--- src/rtl/coproc_dispatch_pkg.sv ---
// Shared operation codes for the coprocessor dispatch block.
// Assumes a 3-bit class field; unused codes behave as integer ops.
package coproc_dispatch_pkg;
    typedef enum logic [2:0] {
        OP_INT       = 3'd0,
        OP_SIMD      = 3'd1,
        OP_FP        = 3'd2,
        OP_SL_MOVE   = 3'd3,
        OP_SL_INSERT = 3'd4,
        OP_SS        = 3'd5
    } cop_op_e;
endpackage

--- src/rtl/cq_fifo.sv ---
// Fixed-latency operation queue: holds up to DEPTH operations, runs the
// head for LAT enabled cycles then retires it. Reports which registers
// are named by any held operation. Assumes push is never asserted when full.
module cq_fifo #(
    parameter int DEPTH = 6,
    parameter int LAT   = 6,
    parameter int NREG  = 8,
    localparam int RW   = $clog2(NREG),
    localparam int CW   = $clog2(DEPTH + 1),
    localparam int TW   = $clog2(LAT)
) (
    input  logic            clk,
    input  logic            rst_n,
    input  logic            push,
    input  logic [RW-1:0]   push_dst,
    input  logic [RW-1:0]   push_src,
    input  logic            exec_en,
    output logic            full,
    output logic [NREG-1:0] use_mask
);
    logic [RW-1:0] dst_q [DEPTH];
    logic [RW-1:0] src_q [DEPTH];
    logic [CW-1:0] count;
    logic [TW-1:0] timer;
    logic          pop;

    assign pop  = exec_en && (count != '0) && (timer == TW'(LAT - 1));
    assign full = (count == CW'(DEPTH));

    // Occupancy count: one in, one out per cycle at most.
    always_ff @(posedge clk) begin
        if (!rst_n) count <= '0;
        else        count <= count + CW'(push) - CW'(pop);
    end

    // Head timer: counts enabled cycles of the head operation.
    always_ff @(posedge clk) begin
        if (!rst_n)                        timer <= '0;
        else if (exec_en && count != '0)   timer <= pop ? '0 : timer + TW'(1);
    end

    // Entry storage: shift toward the head on retire, write at the tail.
    for (genvar i = 0; i < DEPTH; i++) begin : g_entry
        localparam int NXT = (i < DEPTH - 1) ? i + 1 : i;
        always_ff @(posedge clk) begin
            if (!rst_n) begin
                dst_q[i] <= '0;
                src_q[i] <= '0;
            end else if (pop) begin
                if (push && CW'(i + 1) == count) begin
                    dst_q[i] <= push_dst;
                    src_q[i] <= push_src;
                end else begin
                    dst_q[i] <= dst_q[NXT];
                    src_q[i] <= src_q[NXT];
                end
            end else if (push && CW'(i) == count) begin
                dst_q[i] <= push_dst;
                src_q[i] <= push_src;
            end
        end
    end

    // Register-use mask over all held entries.
    always_comb begin
        use_mask = '0;
        for (int i = 0; i < DEPTH; i++) begin
            if (CW'(i) < count) begin
                use_mask[dst_q[i]] = 1'b1;
                use_mask[src_q[i]] = 1'b1;
            end
        end
    end
endmodule

--- src/rtl/cq_sync_seq.sv ---
// Sequencer for synchronised moves: integer-stage occupancy after accept,
// then an optional window that steals coprocessor execute cycles.
// Assumes at most one start per cycle and no start while occupied.
module cq_sync_seq #(
    parameter int SL_OCC   = 5,
    parameter int SL_STEAL = 4,
    parameter int SS_OCC   = 10,
    localparam int OMAX    = (SS_OCC > SL_OCC) ? SS_OCC : SL_OCC,
    localparam int OW      = $clog2(OMAX),
    localparam int SW      = $clog2(SL_STEAL + 1)
) (
    input  logic clk,
    input  logic rst_n,
    input  logic start_load,
    input  logic start_insert,
    input  logic start_store,
    output logic occ_busy,
    output logic load_inflight,
    output logic exec_en
);
    logic [OW-1:0] occ_q;
    logic [SW-1:0] steal_q;
    logic          arm_q;

    assign occ_busy      = (occ_q != '0);
    assign exec_en       = (steal_q == '0);
    assign load_inflight = occ_busy || arm_q || !exec_en;

    // Remaining integer-stage occupancy cycles.
    always_ff @(posedge clk) begin
        if (!rst_n)           occ_q <= '0;
        else if (start_load)  occ_q <= OW'(SL_OCC - 1);
        else if (start_store) occ_q <= OW'(SS_OCC - 1);
        else if (occ_busy)    occ_q <= occ_q - OW'(1);
    end

    // Arm the steal on insert; launch it as occupancy ends.
    always_ff @(posedge clk) begin
        if (!rst_n) begin
            arm_q   <= 1'b0;
            steal_q <= '0;
        end else if (start_insert) begin
            arm_q   <= 1'b1;
        end else if (arm_q && occ_q == OW'(1)) begin
            arm_q   <= 1'b0;
            steal_q <= SW'(SL_STEAL);
        end else if (steal_q != '0) begin
            steal_q <= steal_q - SW'(1);
        end
    end
endmodule

--- src/rtl/coproc_dispatch.sv ---
// Dispatch stage between an integer issue stage and a SIMD/FP coprocessor.
// Routes ops into per-class fixed-latency queues, stalls on full queues,
// and interlocks integer<->SIMD moves on register use and occupancy.
// Assumes the integer stage holds its offer while stalled or drops it freely.
module coproc_dispatch
    import coproc_dispatch_pkg::*;
#(
    parameter int NREG       = 8,
    parameter int SIMD_DEPTH = 6,
    parameter int FP_DEPTH   = 4,
    parameter int SIMD_LAT   = 6,
    parameter int FP_LAT     = 7,
    parameter int SL_OCC     = 5,
    parameter int SL_STEAL   = 4,
    parameter int SS_OCC     = 10,
    localparam int RW        = $clog2(NREG)
) (
    input  logic          clk,
    input  logic          rst_n,
    input  logic          in_valid,
    input  logic [2:0]    in_op,
    input  logic [RW-1:0] in_dst,
    input  logic [RW-1:0] in_src,
    output logic          in_accept,
    output logic          int_stall,
    output logic          cop_exec_en
);
    logic            simd_full, fp_full;
    logic [NREG-1:0] simd_busy, unused_fp_mask;
    logic            occ_busy, load_inflight, can_go;
    logic            is_simd, is_fp, is_load, is_insert, is_store;

    // Class decode of the offered instruction.
    always_comb begin
        is_simd   = (in_op == OP_SIMD);
        is_fp     = (in_op == OP_FP);
        is_insert = (in_op == OP_SL_INSERT);
        is_load   = (in_op == OP_SL_MOVE) || is_insert;
        is_store  = (in_op == OP_SS);
    end

    // Readiness of the offered instruction, ignoring occupancy.
    always_comb begin
        if (is_simd)       can_go = !simd_full;
        else if (is_fp)    can_go = !fp_full;
        else if (is_load)  can_go = !load_inflight && !simd_busy[in_dst];
        else if (is_store) can_go = !simd_busy[in_src];
        else               can_go = 1'b1;
    end

    assign in_accept = in_valid && !occ_busy && can_go;
    assign int_stall = occ_busy || (in_valid && !can_go);

    cq_fifo #(.DEPTH(SIMD_DEPTH), .LAT(SIMD_LAT), .NREG(NREG)) u_simd_q (
        .clk(clk), .rst_n(rst_n),
        .push(in_accept && is_simd), .push_dst(in_dst), .push_src(in_src),
        .exec_en(cop_exec_en), .full(simd_full), .use_mask(simd_busy)
    );

    cq_fifo #(.DEPTH(FP_DEPTH), .LAT(FP_LAT), .NREG(NREG)) u_fp_q (
        .clk(clk), .rst_n(rst_n),
        .push(in_accept && is_fp), .push_dst(in_dst), .push_src(in_src),
        .exec_en(cop_exec_en), .full(fp_full), .use_mask(unused_fp_mask)
    );

    cq_sync_seq #(.SL_OCC(SL_OCC), .SL_STEAL(SL_STEAL), .SS_OCC(SS_OCC)) u_seq (
        .clk(clk), .rst_n(rst_n),
        .start_load(in_accept && is_load),
        .start_insert(in_accept && is_insert),
        .start_store(in_accept && is_store),
        .occ_busy(occ_busy), .load_inflight(load_inflight),
        .exec_en(cop_exec_en)
    );
endmodule

--- config.mk ---
export PLATFORM = sky130hd
export DESIGN_NAME = coproc_dispatch
export DESIGN_NICKNAME = d
export VERILOG_FILES = /design/src/rtl/coproc_dispatch_pkg.sv /design/src/rtl/cq_fifo.sv /design/src/rtl/cq_sync_seq.sv /design/src/rtl/coproc_dispatch.sv
export SDC_FILE = /design/constraint.sdc
export NUM_CORES = 1
export LEC_CHECK = 0
export BUFFER_PORTS_ARGS = -buffer_cell sky130_fd_sc_hd__buf_4
export CORE_MARGIN = 2
export CORE_UTILIZATION = 30
export CTS_CLUSTER_SIZE = 20
export DETAILED_ROUTE_END_ITERATION = 6
export HOLD_SLACK_MARGIN = 0.03
export SLEW_MARGIN = 20
export SYNTH_ARGS = -nofsm -noshare
export SYNTH_HDL_FRONTEND = slang
export SYNTH_SLANG_ARGS = --single-unit
--- constraint.sdc ---
create_clock -name clk -period 12.9 [get_ports clk]
set_clock_uncertainty 0.05 [all_clocks]
set_input_delay 3.87 -clock clk [delete_from_list [all_inputs] [get_ports clk]]
set_output_delay 3.87 -clock clk [all_outputs]
set_load 0.02 [all_outputs]
==> metrics.cfg <==
[sta]
min_period_ns=9.79
rsz0062_at_grt=false
timing.final.crit_share=0.759
final_hold_viol_count=0
setup_violations=0
worst_pin_slew_ns=0.999
slew_headroom=0.327
max_freq_ghz=0.102
slew_violations=0
fin_tns_setup_ns=0

[clock_tree]
post_cts_resized=0
htree_levels=2
cts_tree=done
post_cts_buffers=0
root_buffer=clkbuf_16
clk_latency_ns=0.30
numCtsBuffers=5
cts_sinks=56
cts_hold_buffers=0
clk_path_buf_depth=2
clk_pin_slew_ns=0.07

[yosys]
synth_ff_type=edfxtp_1
synth_nets=565
syn_area_um2=4520
synth.distinct_cells=80
ys_seq_area_frac=0.328
yosysWarnings=0
synthArstFlopShare=0
netlist_instances=534
synth_top_cell_area_share=0.239
syn_area_per_cell_um2=8.46
synth_edf_count=36
synth_seq_cells=56
yosysTopAreaCell=edfxtp_1
netlist_top_cells_area=edfxtp_1 24%, dfxtp_1 8.9%, nand2_1 4.9%

[critical_path]
worstSetupPathType=input pin to primary output
startpoint_type=input pin
arrival_ns=5.87
cp_common_cell=buf_4
crit_slowest_cell=or4b_1
cp_max_fo=11
crit_buf_inv=2
crit_family=simple AND/OR/NAND/NOR gates
endpoint_kind=primary output
required_ns=8.98
cp_cell_sequence=buf_4 -> or2b_2 -> or2_2 -> or4b_1 -> o311ai_1 -> o211ai_2 -> a21o_2 -> buf_4
cpPeakStageDelay_ns=0.47

[routing]
met3_length_um=871
wl_met1_mm=6.12
drt-total-wl_mm=13.3
dr_wl_met2_mm=6.05
top_layer_used=met4
vias=4100
drc_errors=0
ant_nets=0
routed_via_density=5.87
drtIter0Drc=525
firstDrtPassIters=6
wl_per_cell_um=19.0

[final_layout]
final_common_cell=nand2_1
drive_gt1_frac=0.0914
fin_nets=544
finalNonFillerCells=698
fill_cells=1564
n_antenna_cell=0
layout_common_cells=59 x nand2_1, 45 x nor2_1, 38 x o21ai_0
area_delta_synth_final_pct=5.07

[placed_design]
port_buffers=14
gp_congestion=0.914
post-place-cells=690
hpwlAfterDp_mm=9.98

[hold_path]
hold_class=flip-flop to flip-flop

[die]
coreArea_um2=14600
die_h_um=127
io_pins=15
rows=44
die_area_um2=16100
start_util=0.309
die_x_um=127

[global_route]
antenna_found_initial=0
grt_max_degree=31
grt_overflow=0
grt_pass1_vias=3784
grt.total_usage=0.164
grt_pass1_wl_mm=20.8

[run]
cap_viol_max_count=0

[power]
ir_drop_mv=0.102
p_leak_nw=1.59
power_density_nw_per_um2=106

[outcome]
outcome=finished clean

[synthesized netlist by cell type (4+ instances only)]
cell type	count
inv_1	20
and2_1	12
a21oi_1	16
nand4_1	4
nand4b_1	4
a31oi_1	6
nand3_1	17
nor3b_1	20
or3_1	4
a32o_1	12
nand2b_1	8
nor2_1	45
o22a_1	7
dfxtp_1	20
buf_2	15
a22oi_1	16
o22ai_1	9
and3_1	4
xnor2_1	5
clkbuf_8	6
ha_1	17
xor2_1	4
edfxtp_1	36
buf_4	7
clkbuf_1	9
nor3_1	20
nand3b_1	15
o32ai_1	4
nand2_1	59
o21ai_0	38
[routing by layer]
metal,vias up,track usage
li1,1932,-
met1,1964,0.230
met2,182,0.270
met3,22,0.0228
met4,0,0.0362
met5,-,0
[sequential cells by signal, indices dropped and copies added, names as in the netlist]
signal and cells:
u_seq.occ_q 4, u_simd_q.timer 3, u_fp_q.timer 3, u_seq.arm_q 1, u_fp_q.count 3, u_simd_q.count 3, u_seq.steal_q 3, u_simd_q.dst_q 18
u_simd_q.src_q 18
[power breakdown]
| group | leakage, nW | total [mW] | internal, mW | switching [mW] |
|---|---|---|---|---|
| clock network | 0.0822 | 0.148 | 0.0845 | 0.0637 |
| registers | 0.535 | 0.224 | 0.206 | 0.0186 |
| logic | 0.971 | 0.131 | 0.0550 | 0.0763 |
| total | 1.59 | 0.504 | 0.345 | 0.159 |
[cell type report]
cell class | count | area (um2) | area share
Inverter | 23 | 86.3 | 0.0182
Multi-Input combinational cell | 412 | 2670 | 0.562
Timing Repair Buffer | 15 | 113 | 0.0237
Clock buffer | 6 | 150 | 0.0316
Clock inverter | 2 | 17.5 | 0.00369
Tap cell | 184 | 230 | 0.0485
Sequential cell | 56 | 1480 | 0.312
[logic make-up (layout without fill, tap and decap cells)]
family,Yosys count,in the layout,share of synthesized area
AO/OA/AOI/OAI,142,142,0.224
buffers and inverters,66,46,0.0814
AND/OR/NAND/NOR,240,240,0.289
adder cells (fa/ha/maj),19,19,0.0559
XOR/XNOR,9,9,0.0174
flip-flops,56,56,0.328
multiplexers,2,2,0.00471
[through the flow]
stage	setup WS [ns]	cell area (um2)	util	power, mW	hold WS (ns)
floorplan	3.53	4520	-	0.323	0.404
detailed placement	3.15	4580	0.313	0.358	0.434
CTS	3.14	4750	0.324	0.508	0.446
global placement	3.21	4580	0.313	0.354	0.416
finish	3.11	4750	0.324	0.504	0.440
global route	3.03	4750	0.324	0.534	0.483
[path summary, 6_finish.rpt]
kind	startpoint	endpoint	slack [ns]	cells after the start
min	u_fp_q.timer[2]$_SDFFE_PN0P_	u_fp_q.timer[2]$_SDFFE_PN0P_	0.44	2
max reg2reg	u_simd_q.count[2]$_SDFF_PN0_	u_fp_q.count[2]$_SDFF_PN0_	7.96	15
min reg2reg	u_fp_q.timer[2]$_SDFFE_PN0P_	u_fp_q.timer[2]$_SDFFE_PN0P_	0.44	2
max	in_src[1]	int_stall	3.11	8
[tightest hold or removal path, stage by stage (launching register included)]
cell	delay [ns]
dfxtp_1	0.32
o21ai_0	0.07
a21oi_1	0.06
(Power assumes the default switching activity.)
